===== config.mk =====
export PLATFORM = sky130hd
export DESIGN_NAME = adc_cal_sequencer
export DESIGN_NICKNAME = d
export VERILOG_FILES = /design/src/rtl/adc_cal_pkg.sv /design/src/rtl/edge_sync.sv /design/src/rtl/phase_timer.sv /design/src/rtl/cal_ctrl.sv /design/src/rtl/adc_cal_sequencer.sv
export SDC_FILE = /design/constraint.sdc
export NUM_CORES = 1
export LEC_CHECK = 0
export BUFFER_PORTS_ARGS = -buffer_cell sky130_fd_sc_hd__buf_2
export CELL_PAD_IN_SITES_DETAIL_PLACEMENT = 1
export CELL_PAD_IN_SITES_GLOBAL_PLACEMENT = 1
export CORE_UTILIZATION = 45
export DETAILED_ROUTE_END_ITERATION = 6
export GPL_TIMING_DRIVEN = 0
export MAX_ROUTING_LAYER = met4
export PLACE_DENSITY = 0.75
export SYNTH_ARGS = -nofsm -noshare
export SYNTH_HDL_FRONTEND = slang
export SYNTH_SLANG_ARGS = --single-unit

===== constraint.sdc =====
create_clock -name clk -period 5.3 [get_ports clk]
set_input_delay 0.265 -clock clk [delete_from_list [all_inputs] [get_ports clk]]
set_output_delay 0.265 -clock clk [all_outputs]
set_load 0.02 [all_outputs]

===== src/rtl/adc_cal_pkg.sv =====
package adc_cal_pkg;

  typedef enum logic [2:0] {
    ST_IDLE,
    ST_DAC,
    ST_GAIN,
    ST_OFFS,
    ST_WAIT
  } cal_state_e;

  typedef enum logic [1:0] {
    K_ALL      = 2'b00,
    K_GAINOFFS = 2'b01,
    K_OFFS     = 2'b10,
    K_GAIN     = 2'b11
  } cal_kind_e;

  typedef struct packed {
    logic      system;
    cal_kind_e kind;
  } cal_type_t;

endpackage


===== src/rtl/edge_sync.sv =====
module edge_sync #(
  parameter int STAGES = 2
) (
  input  logic clk,
  input  logic rst,
  input  logic pin,
  output logic level,
  output logic rise
);
  logic [STAGES-1:0] chain;
  logic              last;

  always_ff @(posedge clk) begin
    if (rst) begin
      chain <= '0;
      last  <= 1'b0;
    end else begin
      chain <= {chain[STAGES-2:0], pin};
      last  <= chain[STAGES-1];
    end
  end

  assign level = chain[STAGES-1];
  assign rise  = chain[STAGES-1] & ~last;
endmodule


===== src/rtl/phase_timer.sv =====
module phase_timer #(
  parameter int CW = 8
) (
  input  logic          clk,
  input  logic          rst,
  input  logic          load,
  input  logic [CW-1:0] len,
  output logic          expired
);
  logic [CW-1:0] cnt;

  always_ff @(posedge clk) begin
    if (rst)             cnt <= '0;
    else if (load)       cnt <= len - 1'b1;
    else if (cnt != '0)  cnt <= cnt - 1'b1;
  end

  assign expired = (cnt == '0);
endmodule


===== src/rtl/cal_ctrl.sv =====
module cal_ctrl
  import adc_cal_pkg::*;
#(
  parameter int DAC_CYC  = 194430,
  parameter int GAIN_CYC = 27798,
  parameter int OFFS_CYC = 27798
) (
  input  logic      clk,
  input  logic      rst,
  input  logic      cal_low,
  input  logic      cal_rise,
  input  logic      sw_start,
  input  cal_type_t req_type,
  input  logic      conv_rise,
  input  logic      pd_active,
  output logic      busy,
  output logic      int_reset,
  output logic      dac_en,
  output logic      gain_en,
  output logic      offs_en,
  output logic      done
);
  localparam int MAX_AB = (DAC_CYC > GAIN_CYC) ? DAC_CYC : GAIN_CYC;
  localparam int MAXC   = (MAX_AB > OFFS_CYC) ? MAX_AB : OFFS_CYC;
  localparam int CW     = $clog2(MAXC + 1);

  cal_state_e    state, nstate;
  cal_type_t     held, ntype;
  logic          por_pend;
  logic          start_req, finish, load, expired;
  logic [CW-1:0] load_len;

  assign start_req = (cal_rise | sw_start) & ~cal_low & ~pd_active;

  always_comb begin
    nstate = state;
    ntype  = held;
    finish = 1'b0;
    case (state)
      ST_IDLE: if (start_req) begin
        ntype = (cal_rise && por_pend) ? '{system: 1'b0, kind: K_ALL} : req_type;
        case (ntype.kind)
          K_ALL:      nstate = ST_DAC;
          K_OFFS:     nstate = ST_OFFS;
          default:    nstate = ST_GAIN;
        endcase
      end
      ST_DAC:  if (expired) nstate = ST_GAIN;
      ST_GAIN: if (expired) begin
        if (held.kind == K_GAIN) begin
          nstate = ST_IDLE;
          finish = 1'b1;
        end else if (held.system) begin
          nstate = ST_WAIT;
        end else begin
          nstate = ST_OFFS;
        end
      end
      ST_OFFS: if (expired) begin
        nstate = ST_IDLE;
        finish = 1'b1;
      end
      ST_WAIT: if (conv_rise) nstate = ST_OFFS;
      default: nstate = ST_IDLE;
    endcase
    if (cal_low) begin
      nstate = ST_IDLE;
      finish = 1'b0;
    end
  end

  always_comb begin
    case (nstate)
      ST_DAC:  load_len = CW'(DAC_CYC);
      ST_GAIN: load_len = CW'(GAIN_CYC);
      ST_OFFS: load_len = CW'(OFFS_CYC);
      default: load_len = '0;
    endcase
  end

  assign load = (nstate != state) &&
                (nstate == ST_DAC || nstate == ST_GAIN || nstate == ST_OFFS);

  phase_timer #(.CW(CW)) u_timer (
    .clk     (clk),
    .rst     (rst),
    .load    (load),
    .len     (load_len),
    .expired (expired)
  );

  always_ff @(posedge clk) begin
    if (rst) begin
      state     <= ST_IDLE;
      held      <= '{system: 1'b0, kind: K_ALL};
      por_pend  <= 1'b1;
      busy      <= 1'b0;
      int_reset <= 1'b0;
      dac_en    <= 1'b0;
      gain_en   <= 1'b0;
      offs_en   <= 1'b0;
      done      <= 1'b0;
    end else begin
      state     <= nstate;
      held      <= ntype;
      if (state == ST_IDLE && start_req) por_pend <= 1'b0;
      busy      <= (nstate == ST_DAC) || (nstate == ST_GAIN) || (nstate == ST_OFFS);
      int_reset <= cal_low;
      dac_en    <= (nstate == ST_DAC);
      gain_en   <= (nstate == ST_GAIN);
      offs_en   <= (nstate == ST_OFFS);
      done      <= finish;
    end
  end
endmodule


===== src/rtl/adc_cal_sequencer.sv =====
module adc_cal_sequencer
  import adc_cal_pkg::*;
#(
  parameter int SYNC_STAGES = 2,
  parameter int DAC_CYC     = 194430,
  parameter int GAIN_CYC    = 27798,
  parameter int OFFS_CYC    = 27798
) (
  input  logic       clk,
  input  logic       rst,
  input  logic       cal_n,
  input  logic       sw_start,
  input  logic [2:0] cal_type,
  input  logic       conv_start,
  input  logic       pd_active,
  output logic       busy,
  output logic       int_reset,
  output logic       dac_en,
  output logic       gain_en,
  output logic       offs_en,
  output logic       done
);
  logic cal_lvl, cal_rise, conv_lvl, conv_rise;

  edge_sync #(.STAGES(SYNC_STAGES)) u_cal_sync (
    .clk (clk), .rst (rst), .pin (cal_n), .level (cal_lvl), .rise (cal_rise)
  );

  edge_sync #(.STAGES(SYNC_STAGES)) u_conv_sync (
    .clk (clk), .rst (rst), .pin (conv_start), .level (conv_lvl), .rise (conv_rise)
  );

  cal_ctrl #(
    .DAC_CYC  (DAC_CYC),
    .GAIN_CYC (GAIN_CYC),
    .OFFS_CYC (OFFS_CYC)
  ) u_ctrl (
    .clk       (clk),
    .rst       (rst),
    .cal_low   (~cal_lvl),
    .cal_rise  (cal_rise),
    .sw_start  (sw_start),
    .req_type  (cal_type_t'(cal_type)),
    .conv_rise (conv_rise & conv_lvl),
    .pd_active (pd_active),
    .busy      (busy),
    .int_reset (int_reset),
    .dac_en    (dac_en),
    .gain_en   (gain_en),
    .offs_en   (offs_en),
    .done      (done)
  );
endmodule


# == Word level (Yosys, flattened, before mapping) ==
# Cells that the tools add are included.
# word_totals
wordCells,68
out_inout_bits,6
in_bits,9
ff_bits,37
# classes
n_addsub,2
n_reduce_logical,13
bitwise_logic,10
eq_ne,10
muxes,18
# ops
cell,count
$mux 18,2
$pmux 18 s2,1
$sub 18x1->18 const B,2
$mux 3,9
$logic_not 18->1,1
$reduce_bool 18->1,1
$pmux 3 s5,1
$eq 3x2->1 const B,4
$eq 3x1->1 const B,2
$and 1x1->1,5
$eq 2x2->1 const B,2
$not 1->1,4
$pmux 2 s2,1
$reduce_or 2->1,2
$eq 3x3->1 const B,1
$logic_and 1x1->1,3
$logic_not 3->1,1
$mux 1,3
$ne 3x3->1,1
$logic_not 2->1,1
$logic_or 1x1->1,2
$pmux 1 s2,1
$reduce_and 2->1,1
$reduce_bool 2->1,1
$or 1x1->1,1

# == Logic depth before layout (Yosys ltp) ==
# Gate-level depths: netlist of the first run.
# depth
depth_word,14
mapped_depth,18
depth_no_buf,16

# == By module ==
# From an unflattened synthesis of the first run, not the netlist that was laid out.
# hier_totals
hier_cells,214
area_unflattened_um2,2050.7
# modules_own_cells
mod,n_inst,seq_area_each_um2,area_per_inst_um2,cells_per_inst
phase_timer,1,360.3,1193.6,130
cal_ctrl,1,260.2,671.9,68
edge_sync,2,60.1,87.6,7
adc_cal_sequencer,1,0.0,10.0,2

# == Worst setup path after synthesis of the first run ==
# No wires, ideal clock.
# synth_timing
path_kind,flip-flop to flip-flop
startpoint,register u_ctrl.u_timer.cnt[0]
endpoint,register u_ctrl.u_timer.cnt[10]
stages_incl_launch_ff,18
path_slack_ns,1.411
t_required_ns,5.226
arrival_time_ns,3.815
period_less_slack_ns,3.889
path_buffers,1
setup_time_ns,0.074
cell_sequence,dfxtp_1 -> or3_4 -> nor3_4 -> nand4_1 -> nor3b_1 -> nand2b_1 -> o21a_1 -> buf_6 -> nand2_1 -> ha_1 -> or3b_1 -> nor3_1 -> nand2b_1 -> or2_2 -> o22ai_2 -> nand2_1 -> or4_1 -> a31oi_1
# synth_via
elab_chain_cells,9
elab_cells_between_ends,21
cone_classes,add/sub: 2; eq/ne: 4; mux: 8; reduce/logical: 7
# synth_rtl
element,line,rtl
start: declaration,phase_timer.sv:10,logic [CW-1:0] cnt;
start signal: assignment,phase_timer.sv:14,else if (load) cnt <= len - 1'b1;
start signal: assignment,phase_timer.sv:15,else if (cnt != '0) cnt <= cnt - 1'b1;
$logic_not 18->1,phase_timer.sv:18,assign expired = (cnt == '0);
"$mux 3, on equally long branches","cal_ctrl.sv:59, cal_ctrl.sv:48, cal_ctrl.sv:49",
$pmux 3 s5,cal_ctrl.sv:39,case (state)
$mux 3,cal_ctrl.sv:66,if (cal_low) begin
$eq 3x2->1 / $eq 3x1->1 (equally long branches),"cal_ctrl.sv:73, cal_ctrl.sv:82",
$reduce_or 2->1 (no line) / $logic_or 1x1->1 (equally long branches),n/a,
$pmux 18 s2 / $logic_or 1x1->1 (equally long branches),"cal_ctrl.sv:73, cal_ctrl.sv:82",
$sub 18x1->18 / $logic_and 1x1->1 (equally long branches),"phase_timer.sv:14, cal_ctrl.sv:81",
$mux 18 / $reduce_bool 2->1 (equally long branches),n/a,
# Parallel ways exist; a longest one is shown, timed or not. The select of a mux whose other input is x is not followed.
# A chain may end at the register's enable or synchronous reset.

# == Final worst setup path of the first run ==
# layout_timing
startpoint,register u_ctrl.u_timer.cnt[13]
endpoint,register u_ctrl.u_timer.cnt[10]
# The elaborated chain is that of the path after synthesis.

==> results of run 1 <==
## power breakdown
group / internal (µW) / total (µW) / switching [µW] / leakage, µW
clock: 118 / 220 / 102 / 0.0000542
sequential: 318 / 363 / 44.9 / 0.000302
combinational: 165 / 382 / 218 / 0.000496
total: 600 / 964 / 365 / 0.000853
## sequential cells by signal, indices dropped and copies added, names as in the netlist
signal              flops
u_ctrl.dac_en           1
u_ctrl.por_pend         1
u_conv_sync.chain       2
u_ctrl.u_timer.cnt     18
u_ctrl.offs_en          1
u_cal_sync.last         1
u_ctrl.done             1
u_conv_sync.last        1
u_cal_sync.chain        2
u_ctrl.gain_en          1
u_ctrl.int_reset        1
u_ctrl.busy             1
u_ctrl.held             3
u_ctrl.state            3
## cell usage after synthesis, types with 3 or more instances
library cell	count	area share
nor3_1	10	0.026
and2_1	4	0.013
a211oi_1	4	0.015
nor2_1	18	0.034
o21ai_0	11	0.028
nor3b_1	3	0.011
o21a_1	3	0.011
a31oi_1	3	0.0096
nand2b_1	4	0.013
o211a_1	3	0.015
buf_6	4	0.023
or3_1	4	0.013
nor2b_1	9	0.029
o21ai_1	4	0.010
dfxtp_1	37	0.38
xnor2_1	5	0.022
nand2_1	19	0.036
and3_1	3	0.0096
a21oi_1	16	0.041
o31ai_1	3	0.011
nor4_1	3	0.0096
a21o_1	3	0.011
nand4_1	5	0.016
nand3_1	4	0.010
## logic make-up (layout without fill, tap and decap cells)
group / after synthesis / in the layout / share of synthesized area
AND/OR/NAND/NOR: 106 / 106 / 0.321
AO/OA/AOI/OAI: 62 / 62 / 0.225
flip-flops: 37 / 37 / 0.378
buffers and inverters: 9 / 30 / 0.0364
XOR/XNOR: 6 / 6 / 0.0268
adder cells (fa/ha/maj): 1 / 1 / 0.00638
multiplexers: 1 / 1 / 0.00575
## cell type report
class | count | area (µm²) | share of cell area
buffer | 7 | 63.8 | 0.0292
sequential | 37 | 741 | 0.338
multi-input combinational | 176 | 1150 | 0.524
inverter | 2 | 7.51 | 0.00343
timing repair buffer | 13 | 65.1 | 0.0297
tap | 50 | 62.6 | 0.0286
clock inverter | 1 | 5.00 | 0.00229
clock buffer | 7 | 96.3 | 0.0440
## metrics by stage
stage | setup WS [ns] | instance area [µm²] | power [µW] | hold WS [ns]
floorplan | 1.41 | 1960 | 658 | 0.393
global placement | 0.730 | 2090 | 726 | 0.419
detailed placement | 0.572 | 2090 | 749 | 0.451
CTS | 0.556 | 2190 | 971 | 0.177
global route | 0.172 | 2190 | 1030 | 0.177
finish | 0.552 | 2190 | 964 | 0.187
## worst register-to-register path, stage by stage, from the launching register on
cell and delay, ns:
dfxtp_1 0.36, nor4_2 0.42, nand4_1 0.26, o21ai_1 0.23, nand4_1 0.18, nand2_1 0.27
o21ai_0 0.36, nor2_1 0.22, ha_1 0.22, or3b_1 0.42, nor3_1 0.28, nand2b_1 0.15
or2_2 0.31, o22ai_2 0.26, nand2_1 0.17, or4_1 0.41, a31oi_1 0.17
## layer usage
layer	track usage	share of wire
met5	-	0
met4	0.0885	0.0096
met3	0.0600	0.026
met2	0.449	0.49
met1	0.323	0.48
## final timing paths
kind / end / cells past startpoint
max: u_ctrl.u_timer.cnt[10]$_SDFFE_PP0P_ / 16
min reg2reg: u_conv_sync.chain[1]$_SDFF_PP0_ / 1
min: u_cal_sync.chain[0]$_SDFF_PP0_ / 2
max reg2reg: u_ctrl.u_timer.cnt[10]$_SDFFE_PP0P_ / 16
==> results.ini, run 1 <==
[critical_path]
max_stage_delay_ns=0.42
startpoint=u_ctrl.u_timer.cnt[13]$_SDFFE_PP0P_
required_ns=5.52
crit_fanout=7
critPathLaunchType=flop
slowest_stage=nor4_2
crit_chain=nor4_2, nand4_1, o21ai_1, nand4_1, nand2_1, o21ai_0, nor2_1, ha_1, or3b_1, nor3_1, nand2b_1, or2_2, o22ai_2, nand2_1, or4_1, a31oi_1
worst-path-buf-inv=0
worstPathArrival_ns=4.97
regToRegStartpoint=u_ctrl.u_timer.cnt[13]$_SDFFE_PP0P_
cp-end-kind=flop
rrSetupSlack_ns=0.55
crit_family=simple AND/OR/NAND/NOR gates
crit_type=flop to flop

[cts]
clkSlewWorstSetupHoldPaths_ns=0.08
cts_made_buffers=5
htreeDepth=2
cts_buffer_depth=2
cts_tree=yes
clock_sinks=37
root_buffer=clkbuf_8
cts_hold_buf=0
post_cts_resized=0
clk_latency_ns=0.29
post-cts-setup-buffers=0

[drt]
drc=0
route.vias.total=1744
ant_nets=0
via_per_inst=5.95
dr.pass1.iters=4
drt_iter0_drc=82
wl_per_cell_um=18.2
drt_wl_total_um=5340

[logic_synthesis]
postSynth.asyncResetShare=0
avgSynthCellArea_um2=8.83
synth_edf_count=0
synth_area_um2=1960
synth_seq_cells=37
synth_fp_nets=232
synth_ff_type=dfxtp_1
yosys_warnings=0
synth_seq_area_share=0.378
synthCells=222
ys_types=58

[placed_design]
globalplace.congestion=0.874
dp_hpwl_um=4020
place_inst=285
port_buffers=13

[cells_and_area]
fillers=501
antenna_cells=0
nets=252
drive_gt1_frac=0.189
layout_commonest_cell=dfxtp_1
area_growth_pct=11.7
fin_util=0.536
stdcell_count=293
final_cell_mix=dfxtp_1, nand2_1, nor2_1, a21oi_1, buf_2

[die]
die_w_um=68.0
dieArea_um2=4620
num_io_pins=15
core-area_um2=4090
start_util=0.479
die_y_um=68.0
num_rows=23

[timing]
fmax_ghz=0.211
slew_viol_final=0
max_slew_margin=0.444
skew_ns=0.00566
period_minus_slack_ns=4.75
rsz0062_at_grt=false
setup_viol=0
setup_tns_ns=0
worstMarginPinSlew_ns=0.830
hold_violations=0
finalCritPeriodShare=0.896

[run_status]
status=completed

[job]
cap_violations=0

[global_routing]
grt_pass1_vias=1807
grt_max_degree=12
track_usage=0.271
grt.overflow.total=0
grt_pass1_wl_um=8750
antenna_found_initial=0

[pwr]
ir_drop_mv=0.188
power_density_nw_per_um2=441
p_leak_uw=0.000853

[worst_hold_path]
hold_start=cal_n
min_path_type=primary input to flop

Note: power is estimated with default switching activity, not from simulation.
==> run 2, diff against run 1 <==
- CELL_PAD_IN_SITES_DETAIL_PLACEMENT: 1 -> default
- CELL_PAD_IN_SITES_GLOBAL_PLACEMENT: 1 -> default
- CORE_UTILIZATION: 45 -> 59
==> run 2 against run 1 <==
Clock power shrank 33%. Routed wire length is 16% lower. Utilization is 15 points higher. Via count grew 0.63%. Non-clock buffer count did not move. Clock-buffer cell count fell by 2. Highest routed layer unchanged.
==> results.ini, run 2 (synthesis gave the netlist of run 1 again) <==
[timing]
setup_tns_ns=0
worstMarginPinSlew_ns=0.691
max_slew_margin=0.537
setup_viol=0
fmax_ghz=0.215
rsz0062_at_grt=false
skew_ns=0.00618
slew_viol_final=0
period_minus_slack_ns=4.65
hold_violations=0
finalCritPeriodShare=0.877

[global_routing]
grt_pass1_wl_um=7440
grt_pass1_vias=1611
grt_max_degree=13
track_usage=0.295
antenna_found_initial=0
grt.overflow.total=0

[cts]
clk_latency_ns=0.35
clock_sinks=37
clkSlewWorstSetupHoldPaths_ns=0.12
root_buffer=clkbuf_4
cts_made_buffers=5
post_cts_resized=0
post-cts-setup-buffers=0
htreeDepth=2
cts_buffer_depth=2
cts_hold_buf=0
cts_tree=yes

[cells_and_area]
final_area_um2=2130
antenna_cells=0
fillers=300
nets=252
final_cell_mix=dfxtp_1, nand2_1, nor2_1, a21oi_1, buf_2
top_regs=u_ctrl.u_timer.cnt: 18 flops, u_ctrl.held: 3 flops, u_ctrl.state: 3 flops
max_flop_register=u_ctrl.u_timer.cnt
drive_gt1_frac=0.189
area_growth_pct=8.94
layout_commonest_cell=dfxtp_1
stdcell_count=287
largest_register_ff_count=18

[drt]
met2WireLength_um=2190
dr.pass1.iters=5
drc=0
routed.top_layer=met4
wl_per_cell_um=15.6
drt_iter0_drc=77
ant_nets=0
wl_met3_um=243
via_per_inst=6.11
route.vias.total=1755
m1WireLength_um=1950
drt_wl_total_um=4490

[die]
num_rows=20
die_w_um=59.6
start_util=0.631
num_io_pins=15
core-area_um2=3100
die_y_um=59.6
dieArea_um2=3560

[critical_path]
crit_type=flop to flop
cp-end-kind=flop
worstPathArrival_ns=4.94
required_ns=5.59
critPathLaunchType=flop
crit_fanout=7
rrSetupSlack_ns=0.65

[worst_hold_path]
min_path_type=primary input to flop

[placed_design]
dp_hpwl_um=3310
placed_area_um2=2080
globalplace.congestion=0.946
place_inst=279
port_buffers=13

[pwr]
ir_drop_mv=0.250
power_density_nw_per_um2=414
power.total_uw=884
p_leak_uw=0.000830

[job]
cap_violations=0

[run_status]
status=completed

==> run 2: cell count changes in the layout (fill, tap and decap cells not counted), sizes merged <==
cell	previous run	this run
clkinvlp	0	1
clkinv	1	2
clkbuf	8	6
==> run 2: layer usage <==
layer	up-vias	GRT usage
li1	861	-
met1	825	0.356
met2	59	0.472
met3	10	0.0699
met4	0	0.123
met5	-	-
==> run 2: metrics by stage <==
step                hold slack [ns]  worst slack, ns  utilization
floorplan                     0.393             1.41            -
global route                 0.0955            0.349        0.688
global placement              0.420            0.926        0.670
CTS                           0.104            0.742        0.688
finish                        0.117            0.653        0.688
detailed placement            0.428            0.778        0.670
==> run 2: cell type report <==
class	count	area, µm²	area share
tap	44	55.1	0.0258
timing repair buffer	13	65.1	0.0305
clock buffer	5	37.5	0.0176
inverter	2	7.51	0.00352
sequential	37	741	0.347
clock inverter	3	17.5	0.00821
buffer	7	63.8	0.0299
multi-input combinational	176	1150	0.538
==> run 2: final timing paths <==
| check | startpoint | end | depth (start not counted) |
|---|---|---|---|
| max | u_ctrl.u_timer.cnt[12]$_SDFFE_PP0P_ | u_ctrl.u_timer.cnt[10]$_SDFFE_PP0P_ | 16 |
| min | cal_n | u_cal_sync.chain[0]$_SDFF_PP0_ | 2 |
| max reg2reg | u_ctrl.u_timer.cnt[12]$_SDFFE_PP0P_ | u_ctrl.u_timer.cnt[10]$_SDFFE_PP0P_ | 16 |
| min reg2reg | u_cal_sync.chain[0]$_SDFF_PP0_ | u_cal_sync.chain[1]$_SDFF_PP0_ | 1 |
==> run 2: worst max-delay path, stage by stage (launching register included) <==
cell and delay [ns]:
dfxtp_1 0.40, nor4_1 0.35, nand4_1 0.28, o21ai_1 0.26, nand4_1 0.20, nand2_1 0.27
o21ai_0 0.30, nor2_1 0.18, ha_1 0.22, or3b_1 0.41, nor3_1 0.30, nand2b_1 0.14
or2_2 0.30, o22ai_2 0.26, nand2_1 0.16, or4_1 0.41, a31oi_1 0.16
==> run 2: power by group <==
part           internal, µW  total [µW]  switching (µW)  leakage (µW)
Sequential              317         361            43.4      0.000302
Combinational           165         376             211      0.000496
Clock                  50.0         148            97.6     0.0000310
Total                   532         884             352      0.000830
==> run 3, diff against run 2 <==
- GPL_ROUTABILITY_DRIVEN: default -> 0
- GPL_TIMING_DRIVEN: 0 -> default
==> run 3 against run 2 <==
Clock power is 13% higher. Clock-buffer cell count is 2 higher. Routed wire length is 7.2% lower. First-iteration DRC count is 65% higher. Global-route usage is 2.0 points lower. Critical path depth stayed put. Setup slack better by 0.14 ns. Sequential power hardly changed. Die area stayed put. Non-clock buffer count is 5 lower.
==> results.ini, run 3 (synthesis gave the netlist of run 1 again) <==
[run_status]
status=completed

[placed_design]
dp_hpwl_um=3080
pre_cts_ws_ns=0.894
port_buffers=14

[drt]
ant_nets=0
drt_iter0_drc=127
drc=0
route.vias.total=1706
via_per_inst=6.05
drt_wl_total_um=4170
wl_per_cell_um=14.8
dr.pass1.iters=4

[global_routing]
grt_pass1_wl_um=7040
grt.overflow.total=0
grt_pass1_vias=1621
antenna_found_initial=0
grt_max_degree=27
track_usage=0.275

[cells_and_area]
drive_gt1_frac=0.176
nets=247
antenna_cells=0
max_flop_register=u_ctrl.u_timer.cnt
layout_commonest_cell=dfxtp_1
fillers=277
final_cell_mix=dfxtp_1, nand2_1, nor2_1, a21oi_1, buf_2
largest_register_ff_count=18
area_growth_pct=7.09
top_regs=u_ctrl.u_timer.cnt: 18 flops, u_ctrl.held: 3 flops, u_ctrl.state: 3 flops

[cts]
clock_sinks=37
htreeDepth=2
cts_tree=yes
clkSlewWorstSetupHoldPaths_ns=0.11
clk_latency_ns=0.34
root_buffer=clkbuf_4
post_cts_resized=0
post-cts-setup-buffers=0
cts_hold_buf=0
cts_buffer_depth=2
cts_made_buffers=5

[critical_path]
crit_fanout=13
worstPathArrival_ns=4.78
cp-end-kind=flop
critPathLaunchType=flop
required_ns=5.57
crit_type=flop to flop

[timing]
setup_viol=0
period_minus_slack_ns=4.50
worstMarginPinSlew_ns=0.747
setup_tns_ns=0
skew_ns=0.00881
slew_viol_final=0
rsz0062_at_grt=false
finalCritPeriodShare=0.850
hold_violations=0
whs_ns=0.119
max_slew_margin=0.500
fin_ws_ns=0.797
fmax_ghz=0.222

[die]
num_io_pins=15
num_rows=20
start_util=0.631
dieArea_um2=3560
die_w_um=59.6
core-area_um2=3100
die_y_um=59.6

[pwr]
p_leak_uw=0.000814
swShare=0.377
intPower_uw=558
pwr-share-clk=0.187
ir_drop_mv=0.245
switchingPower_uw=337
p_comb_frac=0.411
power_frac_seq=0.403
power_density_nw_per_um2=427

[worst_hold_path]
min_path_type=primary input to flop

[job]
cap_violations=0

## run 3: cell count changes in the layout (fill, tap and decap cells not counted)
cell / change
buf_6: -4
clkbuf_8: +2
buf_2: +1
buf_4: -1
clkbuf_1: -1
clkinv_2: -1
clkinvlp_4: -1
## run 3: final timing paths
check | startpoint | endpoint | slack [ns] | depth (start not counted)
min reg2reg | u_cal_sync.chain[0]$_SDFF_PP0_ | u_cal_sync.chain[1]$_SDFF_PP0_ | 0.46 | 1
min | cal_n | u_cal_sync.chain[0]$_SDFF_PP0_ | 0.12 | 2
max | u_ctrl.state[0]$_SDFF_PP0_ | u_ctrl.u_timer.cnt[10]$_SDFFE_PP0P_ | 0.80 | 16
max reg2reg | u_ctrl.state[0]$_SDFF_PP0_ | u_ctrl.u_timer.cnt[10]$_SDFFE_PP0P_ | 0.80 | 16
## run 3: layer usage
layer,global-route usage,share of wire,vias up
li1,-,-,847
met4,0.136,0.030,0
met5,-,0,-
met1,0.329,0.46,798
met2,0.429,0.47,45
met3,0.0699,0.043,16
## run 3: area by class of cell
class	count	area [µm²]	share of cell area
tap	44	55.1	0.0262
inverter	2	7.51	0.00358
timing repair buffer	15	77.6	0.0370
clock buffer	7	65.1	0.0310
clock inverter	1	5.00	0.00239
sequential	37	741	0.353
multi-input combinational	176	1150	0.547
## run 3: power by group through the flow
stage	Clock [µW]	Combinational, µW	Sequential (µW)
6_report	167	368	360
5_1_grt	183	414	365
4_1_cts	171	367	359
3_5_place_dp	0	365	366
3_3_place_gp	0	352	365
2_1_floorplan	0	300	358
## run 3: per-stage QoR
step,power [µW],utilization,area (µm²),cells
after floorplan,658,-,1960,222
after global placement,717,0.654,2030,274
after detailed placement,731,0.654,2030,274
after CTS,897,0.676,2100,282
after global routing,962,0.676,2100,282
final,895,0.676,2100,282
## run 3: worst max-delay path, stage by stage, from the launching register on
cell and delay, ns:
dfxtp_1 0.44, nor3_1 0.33, nand3_1 0.24, o221ai_1 0.43, o21a_1 0.21, nand3b_1 0.12
o21a_1 0.28, nand2_1 0.13, ha_1 0.20, or3b_1 0.40, nor3_1 0.25, nand2b_1 0.14
or2_2 0.30, o22ai_2 0.21, nand2_1 0.14, or4_1 0.41, a31oi_1 0.19
